--- src/rtl/bawd_pkg.sv ---
package bawd_pkg;
    localparam int IO_AW    = 32;
    localparam int MEM_AW   = 64;
    localparam int NWIN     = 4;
    localparam int IDX_IO   = 0;
    localparam int IDX_MEM  = 1;
    localparam int IDX_PREF = 2;
    localparam int IDX_VGA  = 3;
    localparam int NRANGE   = 3;

    localparam logic [3:0] IO_TYPE_WIDE = 4'h1;
    localparam logic [3:0] PF_TYPE_WIDE = 4'h1;

    localparam logic [MEM_AW-1:0] VGA_MEM_LO = 64'h0000_0000_000A_0000;
    localparam logic [MEM_AW-1:0] VGA_MEM_HI = 64'h0000_0000_000B_FFFF;
    localparam logic [IO_AW-1:0]  VGA_IOA_LO = 32'h0000_03B0;
    localparam logic [IO_AW-1:0]  VGA_IOA_HI = 32'h0000_03BB;
    localparam logic [IO_AW-1:0]  VGA_IOB_LO = 32'h0000_03C0;
    localparam logic [IO_AW-1:0]  VGA_IOB_HI = 32'h0000_03DF;
endpackage

--- src/rtl/bawd_range_cmp.sv ---
module bawd_range_cmp #(
    parameter int AW = 64
) (
    input  logic          en,
    input  logic [AW-1:0] lo,
    input  logic [AW-1:0] hi,
    input  logic [AW-1:0] addr,
    output logic          hit
);
    always_comb begin
        hit = en && (addr >= lo) && (addr <= hi);
    end
endmodule

--- src/rtl/bawd_io_window.sv ---
module bawd_io_window
    import bawd_pkg::*;
(
    input  logic [7:0]       base_reg,
    input  logic [7:0]       limit_reg,
    input  logic [15:0]      base_up,
    input  logic [15:0]      limit_up,
    output logic [IO_AW-1:0] lo,
    output logic [IO_AW-1:0] hi
);
    function automatic logic [IO_AW-1:0] form_io(input logic [7:0] r,
                                                 input logic [15:0] up,
                                                 input logic pad);
        logic [IO_AW-1:0] v;
        v = '0;
        v[15:12] = r[7:4];
        if (r[3:0] == IO_TYPE_WIDE) begin
            v[31:16] = up;
        end
        if (pad) begin
            v[11:0] = '1;
        end
        return v;
    endfunction

    always_comb begin
        lo = form_io(base_reg, base_up, 1'b0);
        hi = form_io(limit_reg, limit_up, 1'b1);
    end
endmodule

--- src/rtl/bawd_mem_window.sv ---
module bawd_mem_window
    import bawd_pkg::*;
#(
    parameter bit WIDE = 1'b0
) (
    input  logic [15:0]       base_reg,
    input  logic [15:0]       limit_reg,
    input  logic [31:0]       base_up,
    input  logic [31:0]       limit_up,
    output logic [MEM_AW-1:0] lo,
    output logic [MEM_AW-1:0] hi
);
    logic [MEM_AW-1:0] lo_low;
    logic [MEM_AW-1:0] hi_low;

    always_comb begin
        lo_low = '0;
        hi_low = '0;
        lo_low[31:20] = base_reg[15:4];
        hi_low[31:20] = limit_reg[15:4];
        hi_low[19:0]  = '1;
    end

    generate
        if (WIDE) begin : g_wide
            always_comb begin
                lo = lo_low;
                hi = hi_low;
                if (base_reg[3:0] == PF_TYPE_WIDE) begin
                    lo[63:32] = base_up;
                end
                if (limit_reg[3:0] == PF_TYPE_WIDE) begin
                    hi[63:32] = limit_up;
                end
            end
        end else begin : g_narrow
            logic unused_up;
            assign unused_up = ^{base_up, limit_up, base_reg[3:0], limit_reg[3:0]};
            always_comb begin
                lo = lo_low;
                hi = hi_low;
            end
        end
    endgenerate
endmodule

--- src/rtl/bawd_vga_match.sv ---
module bawd_vga_match
    import bawd_pkg::*;
(
    input  logic              vga_en,
    input  logic              io_ok,
    input  logic              mem_ok,
    input  logic [MEM_AW-1:0] addr,
    output logic              hit
);
    logic [IO_AW-1:0] io_addr;
    logic             io_a;
    logic             io_b;
    logic             mem_r;

    always_comb begin
        io_addr = addr[IO_AW-1:0];
        io_a    = (io_addr >= VGA_IOA_LO) && (io_addr <= VGA_IOA_HI);
        io_b    = (io_addr >= VGA_IOB_LO) && (io_addr <= VGA_IOB_HI);
        mem_r   = (addr >= VGA_MEM_LO) && (addr <= VGA_MEM_HI);
        hit     = vga_en && ((io_ok && (io_a || io_b)) || (mem_ok && mem_r));
    end
endmodule

--- src/rtl/bridge_window_decoder.sv ---
module bridge_window_decoder
    import bawd_pkg::*;
(
    input  logic              clk,
    input  logic              rst_n,
    input  logic              cmd_io_en,
    input  logic              cmd_mem_en,
    input  logic              vga_en,
    input  logic [7:0]        io_base_reg,
    input  logic [7:0]        io_limit_reg,
    input  logic [15:0]       io_base_up,
    input  logic [15:0]       io_limit_up,
    input  logic [15:0]       mem_base_reg,
    input  logic [15:0]       mem_limit_reg,
    input  logic [15:0]       pf_base_reg,
    input  logic [15:0]       pf_limit_reg,
    input  logic [31:0]       pf_base_up,
    input  logic [31:0]       pf_limit_up,
    input  logic [MEM_AW-1:0] req_addr,
    input  logic              req_is_io,
    output logic              claim,
    output logic [NWIN-1:0]   hit_vec
);
    logic [IO_AW-1:0]  io_lo;
    logic [IO_AW-1:0]  io_hi;
    logic [MEM_AW-1:0] win_lo   [NRANGE];
    logic [MEM_AW-1:0] win_hi   [NRANGE];
    logic [MEM_AW-1:0] win_addr [NRANGE];
    logic              win_en   [NRANGE];
    logic [NWIN-1:0]   hit_d;
    logic              io_ok;
    logic              mem_ok;

    assign io_ok  = cmd_io_en & req_is_io;
    assign mem_ok = cmd_mem_en & ~req_is_io;

    bawd_io_window i_io_win (
        .base_reg  (io_base_reg),
        .limit_reg (io_limit_reg),
        .base_up   (io_base_up),
        .limit_up  (io_limit_up),
        .lo        (io_lo),
        .hi        (io_hi)
    );

    bawd_mem_window #(.WIDE(1'b0)) i_mem_win (
        .base_reg  (mem_base_reg),
        .limit_reg (mem_limit_reg),
        .base_up   (32'h0),
        .limit_up  (32'h0),
        .lo        (win_lo[IDX_MEM]),
        .hi        (win_hi[IDX_MEM])
    );

    bawd_mem_window #(.WIDE(1'b1)) i_pf_win (
        .base_reg  (pf_base_reg),
        .limit_reg (pf_limit_reg),
        .base_up   (pf_base_up),
        .limit_up  (pf_limit_up),
        .lo        (win_lo[IDX_PREF]),
        .hi        (win_hi[IDX_PREF])
    );

    always_comb begin
        win_lo[IDX_IO]     = {{(MEM_AW-IO_AW){1'b0}}, io_lo};
        win_hi[IDX_IO]     = {{(MEM_AW-IO_AW){1'b0}}, io_hi};
        win_addr[IDX_IO]   = {{(MEM_AW-IO_AW){1'b0}}, req_addr[IO_AW-1:0]};
        win_addr[IDX_MEM]  = req_addr;
        win_addr[IDX_PREF] = req_addr;
        win_en[IDX_IO]     = io_ok;
        win_en[IDX_MEM]    = mem_ok;
        win_en[IDX_PREF]   = mem_ok;
    end

    generate
        for (genvar w = 0; w < NRANGE; w++) begin : g_cmp
            bawd_range_cmp #(.AW(MEM_AW)) i_cmp (
                .en   (win_en[w]),
                .lo   (win_lo[w]),
                .hi   (win_hi[w]),
                .addr (win_addr[w]),
                .hit  (hit_d[w])
            );
        end
    endgenerate

    bawd_vga_match i_vga (
        .vga_en (vga_en),
        .io_ok  (io_ok),
        .mem_ok (mem_ok),
        .addr   (req_addr),
        .hit    (hit_d[IDX_VGA])
    );

    always_ff @(posedge clk or negedge rst_n) begin
        if (!rst_n) begin
            hit_vec <= '0;
            claim   <= 1'b0;
        end else begin
            hit_vec <= hit_d;
            claim   <= |hit_d;
        end
    end
endmodule

--- config.mk ---
export PLATFORM = sky130hd
export DESIGN_NAME = bridge_window_decoder
export DESIGN_NICKNAME = d
export VERILOG_FILES = /design/src/rtl/bawd_pkg.sv /design/src/rtl/bawd_range_cmp.sv /design/src/rtl/bawd_io_window.sv /design/src/rtl/bawd_mem_window.sv /design/src/rtl/bawd_vga_match.sv /design/src/rtl/bridge_window_decoder.sv
export SDC_FILE = /design/constraint.sdc
export NUM_CORES = 1
export LEC_CHECK = 0
export ABC_AREA = 0
export BUFFER_PORTS_ARGS = -buffer_cell sky130_fd_sc_hd__clkbuf_2
export CAP_MARGIN = 5
export CORE_UTILIZATION = 30
export CTS_BUF_LIST = sky130_fd_sc_hd__clkbuf_16
export DETAILED_ROUTE_END_ITERATION = 12
export GPL_ROUTABILITY_DRIVEN = 1
export PLACE_DENSITY_LB_ADDON = 0.2
export SYNTH_ARGS = -nofsm -noshare
export SYNTH_HDL_FRONTEND = slang
export SYNTH_SLANG_ARGS = --single-unit
export TNS_END_PERCENT = 1
--- constraint.sdc ---
create_clock -name clk -period 0.8 [get_ports clk]
set_input_delay 0.04 -clock clk [delete_from_list [all_inputs] [get_ports clk]]
set_output_delay 0.04 -clock clk [all_outputs]
set_load 0.005 [all_outputs]
==> flow_summary.json, run 1 <==
{
  "outcome": "finished, violations left",
  "violations": "setup timing",
  "drive_above_1_share_pct": 41.74,
  "chipWidth_um": 122.0,
  "die-area_um2": 14890,
  "ir_drop_v": 0.0004795,
  "p_per_area_nw_per_um2": 558.6,
  "dp_slack_ns": -1.663,
  "initial_core_util_pct": 30.90,
  "critPathLaunch": "pf_limit_reg[1]",
  "synth_ff_type": "dfrtp_1",
  "synthCells": 603,
  "crit_end": "claim",
  "fin_crit_sh_pct": 276.9,
  "drt_iter0_drc": 196,
  "yosys-mux-area-fraction_pct": 0,
  "synth_compound_area_share_pct": 18.35,
  "synthArstFlopShare_pct": 100.0,
  "power.leakage_nw": 3.651,
  "nets": 1355,
  "dp_hpwl_mm": 14.52,
  "placed_cell_area_um2": 6728,
  "htreeDepth": 1,
  "die_y_um": 122.0,
  "synth.area.top_cells": "ha_1 (44%), nand2_1 (12%), a21oi_1 (6.7%)",
  "critical_path_required_ns": 0.95,
  "grt_pass1_vias": 5380,
  "switching_share_pct": 38.57,
  "critPathCaptureType": "register",
  "worstPathCellList": "clkbuf_2 > nor4b_4 > buf_4 > buf_12 > nand2_2 > ha_4 > a21oi_2 > o21ai_1 > a221o_1 > a2111o_1 > a211oi_2 > nor3_2 > o211ai_2",
  "pwr-share-comb_pct": 72.4,
  "routed_via_density": 4.909,
  "grt_first_pass_wirelength_mm": 24.87,
  "antenna_cells": 0,
  "synth-edff-count": 0,
  "finalMaxSlewViolations": 0,
  "worstMarginPinSlew_ns": 0.3585,
  "synth-simple-area-share_pct": 28.94,
  "start_kind": "input port",
  "area_delta_synth_final_pct": 60.93,
  "rsz0062_at_grt": "true",
  "tritoncts": "yes",
  "setup_slack_ns": -1.415,
  "max_freq_mhz": 451.4,
  "grt.overflow.total": 0,
  "antenna_left": 0,
  "cp_slowest_stage_delay_ns": 0.40,
  "port_buffers": 242,
  "clockBufferDepth": 2,
  "min_path_type": "input port to asynchronous set/reset pin",
  "seq_area_frac_synth_pct": 2.894,
  "grt_max_degree": 25,
  "ys_seq_elements": 5,
  "final_cell_area_um2": 6957,
  "cts_buffers": 3,
  "gp_congestion": 0.8653,
  "critPathSlowestCell": "a2111o_1",
  "syn_area_um2": 4323,
  "ios": 251,
  "arrival_ns": 2.37,
  "cap_violations": 0,
  "vias": 5577,
  "finalHoldViolCount": 0,
  "seqPwrFrac_pct": 6.9,
  "firstDrtPassIters": 6,
  "synthAdderAreaFrac_pct": 43.99,
  "synth_area_leader_cell": "ha_1",
  "synth_top_family_by_area": "adder cells",
  "cts_sinks": 5,
  "synth_nets": 1001,
  "fp.coreArea_um2": 13990,
  "synth_area_per_cell_um2": 7.169,
  "setup_viol": 5,
  "synth.distinct_cells": 47,
  "drt_wl_total_mm": 16.21,
  "wl_per_cell_um": 14.27,
  "cts-root-buf": "clkbuf_16",
  "drc": 0,
  "synthXorXnorAreaFrac_pct": 0,
  "antenna_found_initial": 0,
  "yosysTopAreaCellShare_pct": 43.99,
  "groute.usage.overall_pct": 21.15,
  "min_period_ns": 2.215,
  "max_slew_margin_pct": 75.84,
  "rows": 43,
  "intPower_w": 0.002387,
  "cp_max_fo": 9,
  "fill_cells": 1428,
  "ys_warn_count": 0,
  "p_sw_w": 0.001499,
  "clockPowerShare_pct": 20.8,
  "clk_pin_slew_worst_paths_ns": 0.03,
  "crit_type": "input port to register"
}
==> flip-flops by register name (all words and copies together), names as in the netlist <==
| register | flops |
|---|---|
| hit_vec | 4 |
| claim | 1 |
==> Yosys cell counts (all sizes together), types with 6 or more instances <==
| library cell | n |
|---|---|
| a21o | 12 |
| nor2 | 15 |
| inv | 59 |
| nand3 | 21 |
| a21oi | 60 |
| a211oi | 7 |
| clkbuf | 8 |
| nor4b | 6 |
| nand4 | 28 |
| ha | 152 |
| nor3 | 7 |
| o21ai | 17 |
| nor4 | 21 |
| nand2 | 135 |
==> power groups by stage <==
stage	sequential, W	clock [W]	combinational (W)
final	0.000266	0.000808	0.00281
after global routing	0.000267	0.000857	0.00319
after CTS	0.000267	0.000825	0.00281
after detailed placement	0.000270	0	0.00277
after global placement	0.000270	0	0.00276
after floorplan	0.000268	0	0.00123
==> worst max-delay path, delay by kind of cell <==
family                   cells  cell delay (ns)
AND/OR/NAND/NOR              3             0.44
AO/OA/AOI/OAI                6             1.27
buffers and inverters        3             0.39
adder cells (fa/ha/maj)      1             0.22
==> layout make-up <==
| cell class | count | area, um2 | share of cell area [%] |
|---|---|---|---|
| Timing Repair Buffer | 357 | 2143 | 30.81 |
| Inverter | 59 | 221.5 | 3.183 |
| Clock buffer | 3 | 75.07 | 1.079 |
| Tap cell | 180 | 225.2 | 3.237 |
| Multi-Input combinational cell | 531 | 4163 | 59.84 |
| Sequential cell | 5 | 125.1 | 1.799 |
| Clock inverter | 1 | 3.754 | 0.05396 |
==> worst min-delay path by stage <==
stage	end	slack [ns]	depth (start not counted)
3_5_place_dp	hit_vec[3]	-0.13	1
3_3_place_gp	hit_vec[3]	-0.13	1
5_1_grt	claim	0.21	2
6_report	hit_vec[2]	0.18	2
4_1_cts	claim	0.19	2
2_1_floorplan	claim	-0.26	0
==> per-layer routing <==
| layer | wire length [um] | vias to the layer above | GRT usage (%) |
|---|---|---|---|
| li1 | - | 2956 | - |
| met1 | 7507 | 2430 | 27.70 |
| met2 | 7664 | 183 | 38.10 |
| met3 | 895 | 8 | 1.358 |
| met4 | 146 | 0 | 3.472 |
| met5 | 0 | - | 0 |
==> cells by family after synthesis <==
group           Yosys count
simple gates            254
flops                     5
fa+ha+maj               152
compound gates          125
buf+inv                  67
==> metrics by stage <==
| step | power [W] | TNS (ns) | hold slack, ns | instances | util (%) |
|---|---|---|---|---|---|
| after CTS | 0.003898 | -5.263 | 0.1927 | 1133 | 49.12 |
| after floorplan | 0.001502 | -5.038 | -0.2556 | 603 | - |
| after global placement | 0.003026 | -6.676 | -0.1320 | 1128 | 48.09 |
| final | 0.003886 | -5.196 | 0.1798 | 1136 | 49.73 |
| after detailed placement | 0.003038 | -6.745 | -0.1314 | 1128 | 48.09 |
| after global routing | 0.004313 | -5.877 | 0.2140 | 1136 | 49.73 |
==> repair_timing <==
item	in CTS	in global routing
endpoints found under the setup margin	6	6
hold buffers	1	0
endpoints found under the hold margin	5	0
cloned	0	1
buffers inserted	0	2
gates resized for setup	10	10
pin swaps	8	6
==> cells in the final DEF, fill, tap and decap left out, types with 11 or more instances in the layout <==
master and count:
inv_1 60, nand2_1 132, clkbuf_2 242, nor4_2 11, nand4_1 28, nor2_1 14
o21ai_0 14, a21oi_1 58, nand3_1 21, buf_4 108, ha_1 148, a21o_1 12
Note: power is estimated with default switching activity, not from simulation.
==> inputs of run 2 (changes only) <==
--- a/config.mk
+++ b/config.mk
@@ -12,7 +12,7 @@
 export CTS_BUF_LIST = sky130_fd_sc_hd__clkbuf_16
 export DETAILED_ROUTE_END_ITERATION = 12
 export GPL_ROUTABILITY_DRIVEN = 1
-export PLACE_DENSITY_LB_ADDON = 0.2
+export PLACE_DENSITY_LB_ADDON = 0.08
 export SYNTH_ARGS = -nofsm -noshare
 export SYNTH_HDL_FRONTEND = slang
 export SYNTH_SLANG_ARGS = --single-unit
==> run 2 against run 1 <==
The run still ends with setup timing left. Sequential power barely moved. Routed wire length rose by 5.0%. Sequential share of layout area barely moved. Worst setup slack improved by 0.0099 ns. Core utilization fell by 0.13 points. Fmax rose by 0.45%. Cell count fell by 0.53%. Global-route usage rose by 1.3 points. Via count rose by 3.0%. Non-clock buffer count fell by 6. Cell area fell by 0.27%. Count of clock-buffer cells in the layout did not move.
==> flow_summary.json, run 2 (synthesized netlist as in run 1, its figures left out) <==
{
  "chipWidth_um": 122.0,
  "cap_violations": 0,
  "final_cell_mix": "clkbuf_2 (242), ha_1 (146), nand2_1 (130)",
  "setup_slack_ns": -1.406,
  "critical_path_required_ns": 0.89,
  "tritoncts": "yes",
  "outcome": "finished, violations left",
  "wl_per_cell_um": 15.07,
  "grt.overflow.total": 0,
  "placed_cell_area_um2": 6683,
  "grt_pass1_vias": 5840,
  "ir_drop_v": 0.0006728,
  "p_per_area_nw_per_um2": 562.4,
  "clockBufferDepth": 2,
  "finalMaxSlewViolations": 0,
  "drive_above_1_share_pct": 41.58,
  "groute.usage.overall_pct": 22.45,
  "drt_iter0_drc": 228,
  "grt_max_degree": 18,
  "dp_slack_ns": -1.713,
  "firstDrtPassIters": 4,
  "nets": 1349,
  "antenna_found_initial": 0,
  "max_slew_margin_pct": 64.00,
  "min_path_type": "input port to asynchronous set/reset pin",
  "cts_buffers": 3,
  "port_buffers": 242,
  "die-area_um2": 14890,
  "arrival_ns": 2.30,
  "rows": 43,
  "antenna_cells": 0,
  "start_kind": "input port",
  "final_common_cell": "clkbuf_2",
  "rsz0062_at_grt": "true",
  "reg_top3": "hit_vec: 4 flops, claim: 1 flops",
  "min_period_ns": 2.206,
  "htreeDepth": 1,
  "ios": 251,
  "critPathCaptureType": "register",
  "clk_pin_slew_worst_paths_ns": 0.03,
  "violations": "setup timing",
  "die_y_um": 122.0,
  "finalHoldViolCount": 0,
  "area_delta_synth_final_pct": 60.49,
  "gp_congestion": 0.9037,
  "crit_type": "input port to register",
  "routed_via_density": 5.085,
  "final_cell_area_um2": 6938,
  "power.leakage_nw": 3.639,
  "tns_ns": -5.258,
  "antenna_left": 0,
  "worstMarginPinSlew_ns": 0.5325,
  "cts_sinks": 5,
  "initial_core_util_pct": 30.90,
  "drt_wl_total_mm": 17.02,
  "cp_max_fo": 6,
  "fp.coreArea_um2": 13990,
  "largest-register": "hit_vec",
  "cts-root-buf": "clkbuf_16",
  "setup_viol": 5,
  "max_freq_mhz": 453.4,
  "fin_crit_sh_pct": 275.7,
  "holdWs_ns": 0.2123,
  "grt_first_pass_wirelength_mm": 26.58,
  "dp_hpwl_mm": 15.50,
  "largest_reg_flops": 4,
  "drc": 0,
  "vias": 5746,
  "power_w": 0.003902
}
==> run 2: layout make-up <==
cell class	count	area [um2]
clock buffer	3	75.07
clock inverter	1	3.754
sequential	5	125.1
multi-input combinational	531	4207
fill	1451	7051
tap	180	225.2
inverter	59	221.5
timing repair buffer	351	2081
==> run 2: stage by stage <==
step | cells | util [%]
6_report | 1130 | 49.60
4_1_cts | 1129 | 49.13
3_3_place_gp | 1122 | 47.77
5_1_grt | 1130 | 49.60
2_1_floorplan | 603 | -
3_5_place_dp | 1122 | 47.77
==> run 2: report_power, final <==
part | switching, W | internal, W
Combinational | 0.00138 | 0.00145
Clock | 0.000165 | 0.000647
Sequential | 0.00000161 | 0.000262
==> run 2: critical path, cell delays in order <==
cell and delay (ns):
clkbuf_2 0.10, nor4b_4 0.34, buf_6 0.18, nand2_1 0.07, ha_1 0.31, and4_1 0.18, a221o_1 0.34, a221oi_2 0.32
a21oi_2 0.11, a31oi_4 0.19, o211ai_2 0.11
==> run 2: timing repair <==
action	CTS	global route
hold buffers	1	0
pin swaps	5	5
buffers inserted	2	0
resized for setup	16	11
gates cloned	0	1
setup endpoints to repair	5	5
endpoints found under the hold margin	5	0
==> run 2: per-layer routing <==
metal  wire (um)  vias to the layer above  global-route usage (%)  share of wire (%)
met5           0                        -                       0                  0
met4         170                        0                   2.546                1.0
met3         953                       16                   2.856                5.6
met2        8310                      191                   41.74                 49
met1        7590                     2606                   27.94                 45
li1            -                     2933                       -                  -
==> run 2: worst paths after layout <==
| check | from | end | slack, ns | cells past startpoint |
|---|---|---|---|---|
| max | pf_base_reg[2] | claim | -1.41 | 11 |
| min | rst_n | hit_vec[0] | 0.21 | 2 |
| max in group asynchronous | rst_n | hit_vec[2] | 0.45 | 2 |
| min in group clk | io_limit_up[15] | hit_vec[0] | 0.34 | 6 |
==> inputs of run 3 (changes only) <==
==> constraint.sdc (replaced) <==
create_clock -name clk -period 2.05 [get_ports clk]
set_input_delay 0.1025 -clock clk [delete_from_list [all_inputs] [get_ports clk]]
set_output_delay 0.1025 -clock clk [all_outputs]
set_load 0.005 [all_outputs]
==> run 3 against run 2 <==
The run still ends with setup timing left. Worst hold slack better by 0.054 ns. Cell count fell by 3.5%. Clock power fell by 61%. Count of clock-buffer cells in the layout stayed put. Sequential cell count stayed put. Critical path type unchanged. Core utilization fell by 1.5 points. Largest power group unchanged. Worst setup slack better by 1.1 ns.
==> flow_summary.json, run 3 (synthesized netlist as in run 1, its figures left out) <==
{
  "cap_violations": 0,
  "power_w": 0.001478,
  "gr-max-usage-layer": "met2",
  "final_cell_area_um2": 6721,
  "critPathCaptureType": "register",
  "drive_above_1_share_pct": 39.85,
  "area_delta_synth_final_pct": 55.48,
  "rows": 43,
  "gp_congestion": 0.8928,
  "cts-root-buf": "clkbuf_16",
  "grt_max_degree": 17,
  "routed_via_density": 5.083,
  "max_slew_margin_pct": 58.64,
  "worstPathCellList": "buf_6 > nor4b_4 > buf_4 > buf_12 > nand2_2 > ha_4 > nand4_1 > inv_1 > a221o_1 > a2111o_1 > a211oi_2 > nor3_2 > o211ai_2",
  "largest_reg_flops": 4,
  "die_y_um": 122.0,
  "final_cell_mix": "clkbuf_2 (240), ha_1 (140), nand2_1 (125)",
  "use_met2_pct": 39.05,
  "power.leakage_nw": 3.452,
  "cp_max_fo": 8,
  "clockBufferDepth": 2,
  "rsz0062_at_grt": "true",
  "violations": "setup timing",
  "reg_top3": "hit_vec: 4 flops, claim: 1 flops",
  "initial_core_util_pct": 30.90,
  "placed_cells": 1075,
  "postLayoutCoreUtil_pct": 48.05,
  "drt_iter0_drc": 235,
  "min_period_ns": 2.316,
  "grt_pass1_vias": 5495,
  "fin_crit_sh_pct": 113.0,
  "finalMaxSlewViolations": 0,
  "largest-register": "hit_vec",
  "fp.coreArea_um2": 13990,
  "antenna_cells": 0,
  "min_path_type": "input port to asynchronous set/reset pin",
  "firstDrtPassIters": 4,
  "critPathSlowestCell": "a2111o_1",
  "max_freq_mhz": 431.7,
  "path_buf_inv": 4,
  "nets": 1310,
  "met3_usage_pct": 3.184,
  "tritoncts": "yes",
  "outcome": "finished, violations left",
  "port_buffers": 242,
  "antenna_left": 0,
  "setup_viol": 2,
  "layout.cells.non_filler": 1091,
  "dp_slack_ns": -0.5586,
  "worstMarginPinSlew_ns": 0.6117,
  "ir_drop_v": 0.0001704,
  "drt_wl_total_mm": 16.98,
  "cts_sinks": 5,
  "start_kind": "input port",
  "chipWidth_um": 122.0,
  "setup_slack_ns": -0.2663,
  "critical_path_required_ns": 2.20,
  "cts_buffers": 3,
  "drc": 0,
  "die-area_um2": 14890,
  "grt.overflow.total": 0,
  "grtUsageMet1_pct": 28.07,
  "cp_top_family": "compound AO/OA/AOI/OAI gates",
  "groute.usage.overall_pct": 21.87,
  "crit_type": "input port to register",
  "finalHoldViolCount": 0,
  "arrival_ns": 2.46,
  "htreeDepth": 1,
  "placed_cell_area_um2": 6330,
  "grt_first_pass_wirelength_mm": 25.74,
  "clk_pin_slew_worst_paths_ns": 0.03,
  "p_per_area_nw_per_um2": 219.8,
  "dp_hpwl_mm": 15.00,
  "antenna_found_initial": 0,
  "cp_slowest_stage_delay_ns": 0.45,
  "ios": 251,
  "vias": 5546,
  "final_common_cell": "clkbuf_2",
  "wl_per_cell_um": 15.56
}
[run 3: cell type report]
type / instances / area [um2]
fill: 1424 / 7267
multi-input combinational: 531 / 4247
timing repair buffer: 312 / 1824
tap: 180 / 225.2
inverter: 59 / 221.5
sequential: 5 / 125.1
clock buffer: 3 / 75.07
clock inverter: 1 / 3.754
[run 3: report_power, final]
part / switching (W) / internal (W) / total (W) / leakage (nW)
registers: 0.000000822 / 0.000102 / 0.000103 / 0.0689
logic: 0.000529 / 0.000531 / 0.00106 / 3.34
clock network: 0.0000618 / 0.000252 / 0.000314 / 0.0423
total: 0.000592 / 0.000886 / 0.00148 / 3.45
[run 3: through the flow]
stage | TNS (ns) | hold slack (ns)
after floorplan | -0.4672 | -0.1931
after global placement | -1.089 | -0.07619
after detailed placement | -1.240 | -0.07557
after CTS | -0.4655 | 0.2760
after global routing | -0.8780 | 0.2816
final | -0.4912 | 0.2660
[run 3: what timing repair did]
action                                  CTS  global route
resized for setup                         3            32
endpoints found under the hold margin     5             0
hold buffers                              1             0
pin swaps                                 1            23
gates cloned                              0             2
buffers inserted                          1             8
endpoints found under the setup margin    2             3
[run 3: layer usage]
metal  vias to the layer above  share of wire (%)
met1                      2488                 44
met3                        12                6.6
met5                         -                  0
li1                       2855                  -
met4                         0               0.74
met2                       191                 48
[run 3: how the worst max path moves through the flow]
| stage | start | end | slack, ns | depth (start not counted) |
|---|---|---|---|---|
| 2_1_floorplan | pf_limit_reg[2] | claim | -0.25 | 11 |
| 3_3_place_gp | pf_base_reg[1] | claim | -0.49 | 12 |
| 3_5_place_dp | pf_base_reg[1] | claim | -0.56 | 12 |
| 4_1_cts | pf_limit_reg[2] | claim | -0.25 | 12 |
| 5_1_grt | pf_limit_reg[1] | claim | -0.38 | 13 |
| 6_report | pf_limit_reg[1] | claim | -0.27 | 13 |
